<file path="config.mk">
export PLATFORM = sky130hd
export DESIGN_NAME = gpio_sr_port
export DESIGN_NICKNAME = d
export VERILOG_FILES = /design/src/rtl/gpio_sr_pkg.sv /design/src/rtl/gpio_sr_decode.sv /design/src/rtl/gpio_sr_regs.sv /design/src/rtl/gpio_sr_insync.sv /design/src/rtl/gpio_sr_port.sv
export SDC_FILE = /design/constraint.sdc
export NUM_CORES = 1
export LEC_CHECK = 0
export BUFFER_PORTS_ARGS = -buffer_cell sky130_fd_sc_hd__clkbuf_2
export CORE_MARGIN = 4
export CORE_UTILIZATION = 48
export CTS_CLUSTER_DIAMETER = 30
export DETAILED_ROUTE_END_ITERATION = 7
export GPL_TIMING_DRIVEN = 0
export PLACE_DENSITY = 0.75
export SYNTH_ARGS = -nofsm -noshare
export SYNTH_HDL_FRONTEND = slang
export SYNTH_SLANG_ARGS = --single-unit
</file>
<file path="constraint.sdc">
create_clock -name clk_i -period 1.5 [get_ports clk_i]
set_clock_uncertainty 0.15 [all_clocks]
set_input_delay 0.225 -clock clk_i [delete_from_list [all_inputs] [get_ports clk_i]]
set_output_delay 0.225 -clock clk_i [all_outputs]
set_load 0.03 [all_outputs]
</file>
<file path="src/rtl/gpio_sr_pkg.sv">
package gpio_sr_pkg;
  localparam int ADDR_W = 4;
  localparam int DATA_W = 8;
  localparam logic [ADDR_W-1:0] OFS_CFG_IN = 4'hD;
  localparam logic [ADDR_W-1:0] OFS_SET    = 4'hE;
  localparam logic [ADDR_W-1:0] OFS_CLR    = 4'hF;

  typedef struct packed {
    logic wr_cfg;
    logic wr_set;
    logic wr_clr;
    logic rd_in;
  } strobe_t;
endpackage

</file>
<file path="src/rtl/gpio_sr_decode.sv">
module gpio_sr_decode
  import gpio_sr_pkg::*;
(
  input  logic              sel_i,
  input  logic              we_i,
  input  logic [ADDR_W-1:0] addr_i,
  output strobe_t           strb_o
);
  always_comb begin
    strb_o        = '0;
    strb_o.wr_cfg = sel_i &  we_i & (addr_i == OFS_CFG_IN);
    strb_o.wr_set = sel_i &  we_i & (addr_i == OFS_SET);
    strb_o.wr_clr = sel_i &  we_i & (addr_i == OFS_CLR);
    strb_o.rd_in  = sel_i & ~we_i & (addr_i == OFS_CFG_IN);
  end
endmodule

</file>
<file path="src/rtl/gpio_sr_regs.sv">
module gpio_sr_regs #(
  parameter int N_OUT = 8
) (
  input  logic             clk_i,
  input  logic             rst_ni,
  input  logic             wr_set_i,
  input  logic             wr_clr_i,
  input  logic             wr_cfg_i,
  input  logic [N_OUT-1:0] data_i,
  output logic [N_OUT-1:0] latch_o,
  output logic [N_OUT-1:0] cfg_o
);
  logic [N_OUT-1:0] latch_q, cfg_q;

  always_ff @(posedge clk_i or negedge rst_ni) begin
    if (!rst_ni) begin
      latch_q <= '0;
    end else if (wr_set_i) begin
      latch_q <= latch_q | data_i;
    end else if (wr_clr_i) begin
      latch_q <= latch_q & ~data_i;
    end
  end

  always_ff @(posedge clk_i or negedge rst_ni) begin
    if (!rst_ni) cfg_q <= '0;
    else if (wr_cfg_i) cfg_q <= data_i;
  end

  assign latch_o = latch_q;
  assign cfg_o   = cfg_q;

  AST_SET_ONES: assert property (@(posedge clk_i) disable iff (!rst_ni)
    wr_set_i |=> ((latch_q & $past(data_i)) == $past(data_i))) else $error("set");
  AST_SET_KEEP: assert property (@(posedge clk_i) disable iff (!rst_ni)
    wr_set_i |=> ((latch_q & ~$past(data_i)) == ($past(latch_q) & ~$past(data_i)))) else $error("set keep");
  AST_CLR_ZEROS: assert property (@(posedge clk_i) disable iff (!rst_ni)
    wr_clr_i |=> ((latch_q & $past(data_i)) == '0)) else $error("clr");
  AST_CLR_KEEP: assert property (@(posedge clk_i) disable iff (!rst_ni)
    wr_clr_i |=> ((latch_q & ~$past(data_i)) == ($past(latch_q) & ~$past(data_i)))) else $error("clr keep");
  AST_LATCH_HOLD: assert property (@(posedge clk_i) disable iff (!rst_ni)
    (!wr_set_i && !wr_clr_i) |=> $stable(latch_q)) else $error("latch hold");
  AST_CFG_HOLD: assert property (@(posedge clk_i) disable iff (!rst_ni)
    !wr_cfg_i |=> $stable(cfg_q)) else $error("cfg hold");
endmodule

</file>
<file path="src/rtl/gpio_sr_insync.sv">
module gpio_sr_insync #(
  parameter int N_IN = 8
) (
  input  logic            clk_i,
  input  logic            rst_ni,
  input  logic [N_IN-1:0] pins_i,
  output logic [N_IN-1:0] sync_o
);
  logic [N_IN-1:0] meta_q, sync_q;

  always_ff @(posedge clk_i or negedge rst_ni) begin
    if (!rst_ni) begin
      meta_q <= '1;
      sync_q <= '1;
    end else begin
      meta_q <= pins_i;
      sync_q <= meta_q;
    end
  end

  assign sync_o = sync_q;

  // edges seen since reset, saturating at 2
  logic [1:0] age_q;
  always_ff @(posedge clk_i or negedge rst_ni) begin
    if (!rst_ni) age_q <= '0;
    else if (age_q != 2'd2) age_q <= age_q + 2'd1;
  end

  AST_SYNC_DEPTH: assert property (@(posedge clk_i) disable iff (!rst_ni)
    (age_q == 2'd2) |-> (sync_q == $past(pins_i, 2))) else $error("sync");
endmodule

</file>
<file path="src/rtl/gpio_sr_port.sv">
module gpio_sr_port
  import gpio_sr_pkg::*;
#(
  parameter int N_OUT = 8,
  parameter int N_IN  = 8,
  parameter logic ALT_IDLE = 1'b1
) (
  input  logic              clk_i,
  input  logic              rst_ni,
  input  logic              bus_sel_i,
  input  logic              bus_we_i,
  input  logic [ADDR_W-1:0] bus_addr_i,
  input  logic [DATA_W-1:0] bus_wdata_i,
  output logic [DATA_W-1:0] bus_rdata_o,
  input  logic [N_IN-1:0]   in_pins_i,
  output logic [N_OUT-1:0]  out_pins_o
);
  strobe_t          strb;
  logic [N_OUT-1:0] latch, cfg;
  logic [N_IN-1:0]  in_sync;

  gpio_sr_decode u_dec (
    .sel_i  (bus_sel_i),
    .we_i   (bus_we_i),
    .addr_i (bus_addr_i),
    .strb_o (strb)
  );

  gpio_sr_regs #(.N_OUT(N_OUT)) u_regs (
    .clk_i    (clk_i),
    .rst_ni   (rst_ni),
    .wr_set_i (strb.wr_set),
    .wr_clr_i (strb.wr_clr),
    .wr_cfg_i (strb.wr_cfg),
    .data_i   (bus_wdata_i[N_OUT-1:0]),
    .latch_o  (latch),
    .cfg_o    (cfg)
  );

  gpio_sr_insync #(.N_IN(N_IN)) u_sync (
    .clk_i  (clk_i),
    .rst_ni (rst_ni),
    .pins_i (in_pins_i),
    .sync_o (in_sync)
  );

  // alternate function sources are tied to the idle level
  for (genvar i = 0; i < N_OUT; i++) begin : g_pin
    assign out_pins_o[i] = cfg[i] ? ALT_IDLE : ~latch[i];
  end

  always_comb begin
    bus_rdata_o = '0;
    if (strb.rd_in) bus_rdata_o[N_IN-1:0] = in_sync;
  end

  AST_RESET_IDLE: assert property (@(posedge clk_i) disable iff (!rst_ni)
    $rose(rst_ni) |-> (out_pins_o == '1)) else $error("reset idle");
  AST_READ_NO_WRITE: assert property (@(posedge clk_i) disable iff (!rst_ni)
    (bus_sel_i && !bus_we_i) |=> $stable(out_pins_o)) else $error("read side effect");
  AST_RDATA_ZERO: assert property (@(posedge clk_i) disable iff (!rst_ni)
    (bus_addr_i != OFS_CFG_IN) |-> (bus_rdata_o == '0)) else $error("rdata");
endmodule

</file>
==> results.txt <==
----------------------------------------------------
[Outcome]
  Run status ... finished, violations left
  Violated checks ... setup timing

[Worst setup path]
  Max FO, Critical Path ... 6
  Slowest cell delay on critical path ... about 0.22 ns
  Buffers & Inverters on Critical Path ... 3
  Crit start category ... primary input
  Crit Path Category ... in2out
  Arrival time of the worst setup path ... 1.13 ns
  Top cell family by delay on the critical path ... simple AND/OR/NAND/NOR gates
  Worst setup path startpoint ... bus_addr_i[1]
  Worst R2R Setup Slack ... 0.47 ns
  Critical Path RT ... 1.12 ns
  Ordered cell list for the critical path ... buf_12 -> nand4b_4 -> nor3b_4 -> buf_6 -> and2_4 -> buf_8
  Reg2Reg Launch Point ... u_regs.cfg_o[1]
  Slowest-stage cell, CP ... sky130_fd_sc_hd__nor3b_4
  Element type at the critical path end ... output port

[Die]
  Initial Utilization ... 0.503
  Area of the core ... around 2500 um2
  Die width ... around 60 um
  Die Height ... around 59 um
  Std-Cell Rows ... 18
  Number of placed I/O pins ... 40
  Area of the die ... between 3000 and 4000 um2

[Logic synthesis]
  Cells after Synth ... just under 90
  Seq/Total Area, Yosys ... 0.665
  Average cell area after synthesis ... about 14 um2
  Register bit total from synthesis ... 32
  Net Count, Synth ... about 110
  Number of distinct library cells after synthesis ... 14
  Synth Warn # ... 0
  Area of the mapped netlist ... around 1200 um2

[STA]
  Count of endpoints failing setup in the final report ... 3
  Worst Max-Slew Pin Slew ... around 0.73 ns
  Max-Slew Margin vs Limit ... 0.511
  Achievable frequency ... around 660 MHz
  Worst-case setup margin in the final layout ... -0.00809 ns
  Final Max Slew Viols ... 0
  Post-route minimum period ... 1.51 ns
  RSZ-0062 raised after global routing ... true
  Crit share post-route ... 1.01
  Final hold vios ... 0

[Min path]
  Classification of the worst-slack hold path ... in2reg
  Startpoint of the tightest hold check path ... bus_addr_i[1]

[Finish]
  Post-synthesis to final-layout area growth ... 52.2%
  Layout Utilization ... 0.765
  FILL cells ... 150
  N_diodes ... 0
  Layout cell share with drive strength beyond 1 ... 0.561
  Number of nets in the layout ... between 150 and 200

[CTS]
  Clock sink total ... 32
  CTS Root Buffer Type ... sky130_fd_sc_hd__clkbuf_4
  CTS tree ... yes
  Maximum clock insertion buffer count ... 2
  Source-to-sink clock delay at the later pin of the worst-skew pair ... between 0.3 and 0.4 ns
  Cts bufs inserted ... 5
  CTS H-Tree Depth ... 2
  CTS clock-pin slew for the worst setup and hold paths ... ~0.1 ns

[Placed design]
  Post-DP HPWL ... approximately 1.5 mm
  Worst slack at placement ... -0.213 ns
  Count of port buffers added during placement ... 37
  Routability cong. ... 0.704

[Power and ir drop]
  P_sw ... 0.534 mW
  Share of power burned in the clock network ... 0.313
  PnR Total Power ... ~2.0 mW
  Sequential Power Share ... 0.503
  Switch share ... 0.261
  Power Density ... approximately 1100 nW/um2
  Internal Dissipation ... around 1.5 mW
  Combinational cell fraction of total power ... 0.184
  Static Leak ... between 0.8 and 0.9 nW
  Largest vdd supply drop ... about 0.0011 V

[Detailed routing]
  Per-cell routed wire length ... 14.1 um
  Drt via density ... between 4 and 5
  Via Count ... around 870
  Antenna-violating nets left ... 0
  Remaining DRCs ... 0
  Detailed-routing iteration count for the pre-antenna-repair pass ... 4
  Number of DRC markers after the initial detailed-route iteration ... 21
  WL final ... 2.63 mm

[Global routing]
  Aggregate global routing overflow ... 0
  Pin count of the biggest net entering global routing ... 33
  Wire length of the first global-routing pass ... 4.29 mm
  Via count of the first global-routing pass ... between 900 and 1000
  All-layer global routing usage ... 0.176
  Initial antenna violation count ... 0

[Job]
  Max-cap violations ... 0

----------------------------------------------------
[layer usage]
metal  wire length, um  part of all wire  up-vias  global-route usage
li1                  -                 -      436                   -
met3               156             0.059        7              0.0768
met1              1100              0.42      400               0.205
met4                65             0.025        0              0.0680
met5                 0                 0        -                   0
met2              1310              0.50       25               0.285
[cell usage after synthesis]
library cell	n	area (um2)
sky130_fd_sc_hd__and2_1	8	50.1
sky130_fd_sc_hd__buf_2	1	5.00
sky130_fd_sc_hd__buf_4	2	15.0
sky130_fd_sc_hd__dfrtp_1	16	400
sky130_fd_sc_hd__dfstp_2	16	420
sky130_fd_sc_hd__mux2_2	8	90.1
sky130_fd_sc_hd__nand2_1	9	33.8
sky130_fd_sc_hd__nand2b_1	8	50.1
sky130_fd_sc_hd__nand4_1	1	6.26
sky130_fd_sc_hd__nand4b_4	1	23.8
sky130_fd_sc_hd__nor2_8	1	20.0
sky130_fd_sc_hd__nor3b_4	1	18.8
sky130_fd_sc_hd__o21ai_0	8	40.0
sky130_fd_sc_hd__o31ai_1	8	60.1
[placed cells by master (no fill, tap or decap)]
master and n:
sky130_fd_sc_hd__and2_4 8, sky130_fd_sc_hd__buf_12 1, sky130_fd_sc_hd__buf_2 3, sky130_fd_sc_hd__buf_4 5
sky130_fd_sc_hd__buf_6 2, sky130_fd_sc_hd__buf_8 8, sky130_fd_sc_hd__bufinv_16 1, sky130_fd_sc_hd__clkbuf_1 1
sky130_fd_sc_hd__clkbuf_2 27, sky130_fd_sc_hd__clkbuf_4 5, sky130_fd_sc_hd__clkinv_2 1, sky130_fd_sc_hd__dfrtp_1 16
sky130_fd_sc_hd__dfstp_2 16, sky130_fd_sc_hd__dlygate4sd3_1 18, sky130_fd_sc_hd__mux2_2 8, sky130_fd_sc_hd__nand2_1 9
sky130_fd_sc_hd__nand2b_1 8, sky130_fd_sc_hd__nand4_1 1, sky130_fd_sc_hd__nand4b_4 1, sky130_fd_sc_hd__nor2_8 1
sky130_fd_sc_hd__nor3b_4 1, sky130_fd_sc_hd__o21ai_0 8, sky130_fd_sc_hd__o31ai_1 8
[cells by family (layout without fill, tap and decap cells)]
kind of cell / Yosys count / in the layout / share of synthesized area
mux: 8 / 8 / 0.0730
simple gates: 29 / 29 / 0.164
flops: 32 / 32 / 0.665
compound gates: 16 / 16 / 0.0811
buf+inv: 3 / 72 / 0.0162
[power groups by stage]
stage               registers [mW]  logic [mW]  clock network (mW)
floorplan                     1.03       0.212                   0
global placement              1.03       0.310                   0
detailed placement            1.04       0.318                   0
CTS                           1.03       0.369               0.642
global route                  1.04       0.405               0.698
finish                        1.03       0.375               0.639
[tightest hold or removal path: stages]
cell and delay [ns]:
sky130_fd_sc_hd__buf_12 0.10, sky130_fd_sc_hd__buf_4 0.13, sky130_fd_sc_hd__nand2_1 0.07, sky130_fd_sc_hd__o31ai_1 0.06
[timing repair]
item                                    CTS  global route
resized for setup                        29            10
setup buffers                             5             1
hold buffers                             18             0
pin swaps                                 9             1
endpoints found under the setup margin    8            10
endpoints found under the hold margin    40             0
[final cells by class]
type | count | area [um2] | area share
Timing Repair Buffer | 61 | 494 | 0.263
Tap cell | 30 | 37.5 | 0.0200
Buffer | 3 | 36.3 | 0.0193
Multi-Input combinational cell | 53 | 413 | 0.220
Sequential cell | 32 | 821 | 0.437
Clock inverter | 2 | 35.0 | 0.0187
Clock buffer | 6 | 41.3 | 0.0220
[per-stage QoR]
step	instances	setup TNS (ns)	instance area (um2)	hold WS, ns
final	187	-0.0111	1880	0.139
after global routing	187	-0.458	1880	0.121
after CTS	186	-0.167	1860	0.136
after detailed placement	155	-1.65	1470	0.164
after global placement	155	-1.49	1470	0.163
after floorplan	88	0	1240	-0.221
[path summary, 6_finish.rpt]
path | cells past startpoint | to
min in group asynchronous | 2 | async pin
max reg2reg | 2 | u_regs.cfg_o[1]
min reg2reg | 0 | u_sync.sync_o[6]
max | 6 | bus_rdata_o[2]
max in group asynchronous | 2 | u_regs.cfg_o[0]
min | 4 | flop
Power figures use the tool's default switching activity.
